File: src/rtl/flash_pe_pkg.sv
package flash_pe_pkg;

    typedef enum logic [2:0] {
        MODE_IDLE  = 3'd0,
        MODE_PROG  = 3'd1,
        MODE_ERASE = 3'd2,
        MODE_PVFY  = 3'd3,
        MODE_EVFY  = 3'd4
    } fmode_e;

    // First field is the most significant bit: sw_en lands on bit 0.
    typedef struct packed {
        logic ev_req;
        logic pv_req;
        logic er_req;
        logic pg_req;
        logic sw_en;
    } ctrl_t;

    localparam int CTRL_W = $bits(ctrl_t);

    localparam logic [1:0] ADDR_CTRL = 2'd0;
    localparam logic [1:0] ADDR_STAT = 2'd1;
    localparam logic [1:0] ADDR_BLO  = 2'd2;
    localparam logic [1:0] ADDR_BHI  = 2'd3;

endpackage

File: src/rtl/flash_pe_regs.sv
module flash_pe_regs
    import flash_pe_pkg::*;
#(
    parameter int NUM_BLOCKS = 12,
    parameter int LO_W       = 8,
    parameter int DATA_W     = 8
) (
    input  logic                  clk,
    input  logic                  por_n,
    input  logic                  we,
    input  logic [1:0]            addr,
    input  logic [DATA_W-1:0]     wdata,
    output ctrl_t                 ctrl_q,
    output ctrl_t                 ctrl_nx,
    output logic [NUM_BLOCKS-1:0] blk_q,
    output logic [NUM_BLOCKS-1:0] blk_nx
);
    localparam int HI_W = NUM_BLOCKS - LO_W;

    typedef struct packed {
        ctrl_t                 ctrl;
        logic [NUM_BLOCKS-1:0] blk;
    } regs_t;

    regs_t st_d, st_q;

    always_comb begin
        st_d = st_q;
        if (we) begin
            case (addr)
                ADDR_CTRL: st_d.ctrl = ctrl_t'(wdata[CTRL_W-1:0]);
                ADDR_BLO:  st_d.blk[LO_W-1:0] = wdata[LO_W-1:0];
                ADDR_BHI:  st_d.blk[NUM_BLOCKS-1:LO_W] = wdata[HI_W-1:0];
                default:   ;
            endcase
        end
    end

    always_ff @(posedge clk or negedge por_n) begin
        if (!por_n) st_q <= '0;
        else        st_q <= st_d;
    end

    assign ctrl_q  = st_q.ctrl;
    assign ctrl_nx = st_d.ctrl;
    assign blk_q   = st_q.blk;
    assign blk_nx  = st_d.blk;

    // the status address never changes stored contents
    a_r11_stat_write_inert: assert property (@(posedge clk) disable iff (!por_n)
        (we && addr == ADDR_STAT) |=> (st_q == $past(st_q)));

endmodule

File: src/rtl/flash_pe_err.sv
module flash_pe_err (
    input  logic clk,
    input  logic por_n,
    input  logic pe_active,
    input  logic flash_rd,
    input  logic exc_entry,
    input  logic sleep_ev,
    output logic err_nx,
    output logic err_q
);
    logic err_d;

    always_comb begin
        err_d = err_q;
        if (pe_active && (flash_rd || exc_entry || sleep_ev))
            err_d = 1'b1;
    end

    always_ff @(posedge clk or negedge por_n) begin
        if (!por_n) err_q <= 1'b0;
        else        err_q <= err_d;
    end

    assign err_nx = err_d;

    // once set, the flag holds until power-on reset
    a_r11_err_sticky: assert property (@(posedge clk) disable iff (!por_n)
        err_q |=> err_q);

    // the flag only rises from an event during program or erase
    a_r8_err_cause: assert property (@(posedge clk) disable iff (!por_n)
        (!err_q && !(pe_active && (flash_rd || exc_entry || sleep_ev))) |=> !err_q);

endmodule

File: src/rtl/flash_pe_arb.sv
module flash_pe_arb
    import flash_pe_pkg::*;
#(
    parameter int NUM_BLOCKS = 12
) (
    input  ctrl_t                 ctrl,
    input  logic [NUM_BLOCKS-1:0] blk,
    input  logic                  err,
    input  logic                  emu,
    output fmode_e                mode
);
    logic pe_ok;

    always_comb begin
        pe_ok = ctrl.sw_en && !emu && !err;
        mode  = MODE_IDLE;
        if (pe_ok && ctrl.pg_req && !ctrl.er_req)
            mode = MODE_PROG;
        else if (pe_ok && ctrl.er_req && !ctrl.pg_req && (|blk))
            mode = MODE_ERASE;
        else if (ctrl.sw_en && ctrl.pv_req && !ctrl.ev_req)
            mode = MODE_PVFY;
        else if (ctrl.sw_en && ctrl.ev_req && !ctrl.pv_req)
            mode = MODE_EVFY;
    end

endmodule

File: src/rtl/flash_pe_guard.sv
module flash_pe_guard
    import flash_pe_pkg::*;
#(
    parameter int NUM_BLOCKS = 12,
    parameter int LO_W       = 8,
    parameter int DATA_W     = 8
) (
    input  logic                  clk,
    input  logic                  por_n,
    input  logic                  reg_we,
    input  logic [1:0]            reg_addr,
    input  logic [DATA_W-1:0]     reg_wdata,
    output logic [DATA_W-1:0]     reg_rdata,
    input  logic                  emu_en_i,
    input  logic                  flash_rd_i,
    input  logic                  exc_entry_i,
    input  logic                  sleep_i,
    output logic [2:0]            mode_o,
    output logic                  err_o,
    output logic [NUM_BLOCKS-1:0] erase_blk_o
);
    localparam int HI_W = NUM_BLOCKS - LO_W;

    ctrl_t                 ctrl_q, ctrl_nx;
    logic [NUM_BLOCKS-1:0] blk_q, blk_nx;
    logic                  err_q, err_nx;
    fmode_e                mode_d, mode_q;
    logic                  pe_active;

    assign pe_active = (mode_q == MODE_PROG) || (mode_q == MODE_ERASE);

    flash_pe_regs #(
        .NUM_BLOCKS(NUM_BLOCKS),
        .LO_W      (LO_W),
        .DATA_W    (DATA_W)
    ) u_regs (
        .clk    (clk),
        .por_n  (por_n),
        .we     (reg_we),
        .addr   (reg_addr),
        .wdata  (reg_wdata),
        .ctrl_q (ctrl_q),
        .ctrl_nx(ctrl_nx),
        .blk_q  (blk_q),
        .blk_nx (blk_nx)
    );

    flash_pe_err u_err (
        .clk      (clk),
        .por_n    (por_n),
        .pe_active(pe_active),
        .flash_rd (flash_rd_i),
        .exc_entry(exc_entry_i),
        .sleep_ev (sleep_i),
        .err_nx   (err_nx),
        .err_q    (err_q)
    );

    flash_pe_arb #(
        .NUM_BLOCKS(NUM_BLOCKS)
    ) u_arb (
        .ctrl(ctrl_nx),
        .blk (blk_nx),
        .err (err_nx),
        .emu (emu_en_i),
        .mode(mode_d)
    );

    always_ff @(posedge clk or negedge por_n) begin
        if (!por_n) mode_q <= MODE_IDLE;
        else        mode_q <= mode_d;
    end

    logic [DATA_W-1:0] hi_rd;

    always_comb begin
        hi_rd = '0;
        hi_rd[HI_W-1:0] = blk_q[NUM_BLOCKS-1:LO_W];
        case (reg_addr)
            ADDR_CTRL: reg_rdata = DATA_W'(ctrl_q);
            ADDR_STAT: reg_rdata = DATA_W'(err_q);
            ADDR_BLO:  reg_rdata = blk_q[LO_W-1:0];
            default:   reg_rdata = hi_rd;
        endcase
    end

    assign mode_o      = mode_q;
    assign err_o       = err_q;
    assign erase_blk_o = (mode_q == MODE_ERASE) ? blk_q : '0;

    // program or erase only with the software enable stored
    a_r2_pe_needs_enable: assert property (@(posedge clk) disable iff (!por_n)
        pe_active |-> ctrl_q.sw_en);

    // erase never runs with an empty block mask
    a_r5_erase_needs_mask: assert property (@(posedge clk) disable iff (!por_n)
        (mode_q == MODE_ERASE) |-> (|blk_q));

    // emulation at an edge keeps program and erase off after it
    a_r6_emu_blocks: assert property (@(posedge clk) disable iff (!por_n)
        emu_en_i |=> !pe_active);

    // program and erase requests together grant neither
    a_r7_exclusive: assert property (@(posedge clk) disable iff (!por_n)
        (ctrl_q.pg_req && ctrl_q.er_req) |-> !pe_active);

    // an error aborts program or erase at the edge that raises it
    a_r8_abort: assert property (@(posedge clk) disable iff (!por_n)
        $rose(err_q) |-> !pe_active);

    // no program or erase while the error flag stands
    a_r10_locked: assert property (@(posedge clk) disable iff (!por_n)
        err_q |-> !pe_active);

    // block select reaches the array only in erase
    a_r4_blk_gate: assert property (@(posedge clk) disable iff (!por_n)
        (mode_q != MODE_ERASE) |-> (erase_blk_o == '0));

endmodule

File: config.mk
export PLATFORM = sky130hd
export DESIGN_NAME = flash_pe_guard
export DESIGN_NICKNAME = d
export VERILOG_FILES = /design/src/rtl/flash_pe_pkg.sv /design/src/rtl/flash_pe_regs.sv /design/src/rtl/flash_pe_err.sv /design/src/rtl/flash_pe_arb.sv /design/src/rtl/flash_pe_guard.sv
export SDC_FILE = /design/constraint.sdc
export NUM_CORES = 1
export LEC_CHECK = 0
export BUFFER_PORTS_ARGS = -buffer_cell sky130_fd_sc_hd__buf_4
export CAP_MARGIN = 20
export CORE_UTILIZATION = 42
export CTS_BUF_LIST = sky130_fd_sc_hd__clkbuf_2
export DETAILED_ROUTE_END_ITERATION = 10
export HOLD_SLACK_MARGIN = 0.15
export PLACE_DENSITY_LB_ADDON = 0.05
export SYNTH_ARGS = -nofsm -noshare
export SYNTH_HDL_FRONTEND = slang
export SYNTH_SLANG_ARGS = --single-unit
File: constraint.sdc
create_clock -name clk -period 2 [get_ports clk]
set_input_delay 0.2 -clock clk [delete_from_list [all_inputs] [get_ports clk]]
set_output_delay 0.2 -clock clk [all_outputs]
set_load 0.01 [all_outputs]
==> impl_metrics.ini <==
[pwr]
p_leak_nw = 0.781
power.density_nw_per_um2 = 700
total_power_mw = 1.16
peakVddDrop_v = 0.000461

[logic_synthesis]
synthTopCellsByCount = dfrtp_1, mux2_2, and2_1
yosysTopAreaCellShare = 0.437
yosys_warnings = 0
synth_flop_cell = dfrtp_1
synthTopCellsByArea = dfrtp_1, mux2_2, and2_1, mux2i_1, mux4_1
synth_nets = 124
syn_avg_cell_area_um2 = 11.2
synth_seq_cells = 21
syn_inst = 107
netlist_area_um2 = 1200
yosysSeqAreaShare = 0.437
synth-edff-count = 0
yosys.area.top_type = dfrtp_1
async_flop_share = 1.00
synthDistinctLibCells = 32
synth.most_common_cell = dfrtp_1

[timing]
slew_viol_final = 0
relSlewSlack = 0.736
hold_violations = 0
post-route-min-period_ns = 1.82
fmax_mhz = 549
fin_crit_sh = 0.911
tightestPinTransition_ns = 0.385
rsz0062_at_grt = false
hold_slack_ns = 0.266
tns_ns = 0
clock_skew_ns = 0.00203
finalSetupViolations = 0

[drt]
vias_per_cell = 5.29
wl_per_cell_um = 14.2
route.detailed.drc = 0
drt_pass1_iterations = 4
ant_nets = 0
vias = 1010
dr.first_iter.drc_count = 30
wirelength_mm = 2.72

[cells_and_area]
regArea_um2 = 526
nets = 178
n_antenna_cell = 0
area_delta_synth_final_pct = 37.4
drive_gt1_frac = 0.438
multi_input_area_um2 = 636
fillers = 240

[critical_path]
rr_worst_depth = 5
critPathMaxFanout = 5
cp-start-kind = input pin
r2r_slack_ns = 0.33
cp.required_ns = 2.22
crit_chain = dlygate4sd3_1 > buf_4 > or4_1 > a21oi_1 > nand4_1 > a221oi_1
crit_path_top_delay_cell = dlygate4sd3_1
cpPeakStageDelay_ns = 0.54
endpoint_kind = flip-flop
crit_type = in -> reg
arrival_ns = 2.04

[floorplan]
die_x_um = 55.5
core_area_um2 = 2730
die_height_um = 55.5
num_rows = 19
start_util = 0.440
ios = 41
die-area_um2 = 3080

[global_routing]
grt_overflow = 0
grt_use_total = 0.186
grt_pass1_vias = 964
grt_max_degree = 22
grt_pass1_wl_mm = 4.53
antenna_found_initial = 0

[place]
place_congestion = 0.821
port-buffer-count = 40
post-dp-hpwl_mm = 2.07

[clock_tree]
insertion_delay_ns = 0.30
numCtsBuffers = 3
cts_tree = yes
cts_setup_buffers = 0
cts_buffer_depth = 2
htreeDepth = 1
cts.sink_count = 21
cts_root_buf = clkbuf_2
path_clk_slew_ns = 0.18

[worst_hold_path]
hp-class = in -> reg
min_path_cells = 4

[status]
status = completed

[job]
cap_violations = 0
-- cell usage in the layout (no fill, tap or decap), drive strengths merged, types with 2 or more instances in the layout --
master and count:
a21oi 2, a22o 3, and2 15, and3b 2
buf 44, clkbuf 4, dfrtp 21, dlygate4sd3 9
inv 3, mux2 18, mux2i 3, nand2 3
nor2 5, nor3 3, nor3b 4, o21ai 4
o31ai 2, or4 2
-- where the power goes --
part / leakage, nW / internal [mW] / switching, mW
combinational: 0.515 / 0.242 / 0.179
clock: 0.0166 / 0.0530 / 0.119
sequential: 0.250 / 0.499 / 0.0653
-- stage by stage --
stage	instance area, µm²	setup slack, ns	utilization	cells
5_1_grt	1650	0.120	0.604	191
4_1_cts	1640	0.190	0.600	190
3_5_place_dp	1540	0.217	0.564	178
3_3_place_gp	1540	0.286	0.564	178
2_1_floorplan	1200	0.340	-	107
6_report	1650	0.179	0.604	191
-- final timing paths --
kind,from,end
min reg2reg,mode_o[2],u_err.err_q
max reg2reg,mode_o[0],mode_o[2]
max,reg_wdata[2],mode_o[2]
max in group asynchronous,por_n,u_regs.ctrl_q[3]
min in group asynchronous,por_n,u_regs.blk_q[9]
min,emu_en_i,mode_o[0]
-- routing by layer --
layer / GRT usage / up-vias / wire length, µm
li1: - / 497 / -
met1: 0.269 / 485 / 1320
met3: 0.0281 / 0 / 122
met4: 0.0429 / 0 / 0
met5: 0 / - / 0
met2: 0.296 / 28 / 1280
-- sequential cells by signal, summed over array words and instances (netlist names) --
register,cells
mode_o,3
u_err.err_q,1
u_regs.blk_q,12
u_regs.ctrl_q,5
-- cells by family (layout without fill, tap and decap cells) --
kind of cell / count (synthesis) / in the layout / synth area share
mux: 22 / 22 / 0.215
compound gates: 15 / 15 / 0.0905
simple gates: 41 / 41 / 0.215
buf+inv: 7 / 60 / 0.0343
flops: 21 / 21 / 0.437
xor+xnor: 1 / 1 / 0.00729
-- what timing repair did --
item | CTS | global route
endpoints found under the hold margin | 31 | 1
hold buffers | 8 | 1
gates resized for setup | 0 | 0
-- area by class of cell --
class | count | area share
multi-input combinational | 79 | 0.385
sequential | 21 | 0.318
timing repair buffer | 53 | 0.255
tap | 31 | 0.0235
clock buffer | 4 | 0.0121
inverter | 3 | 0.00682
-- critical path, delay by kind of cell --
family                 cells  cell delay (ns)
and+or+nand+nor            2             0.69
AOI/OAI and AO/OA          2             0.45
buffers and inverters      2             0.70
(Power assumes the default switching activity.)
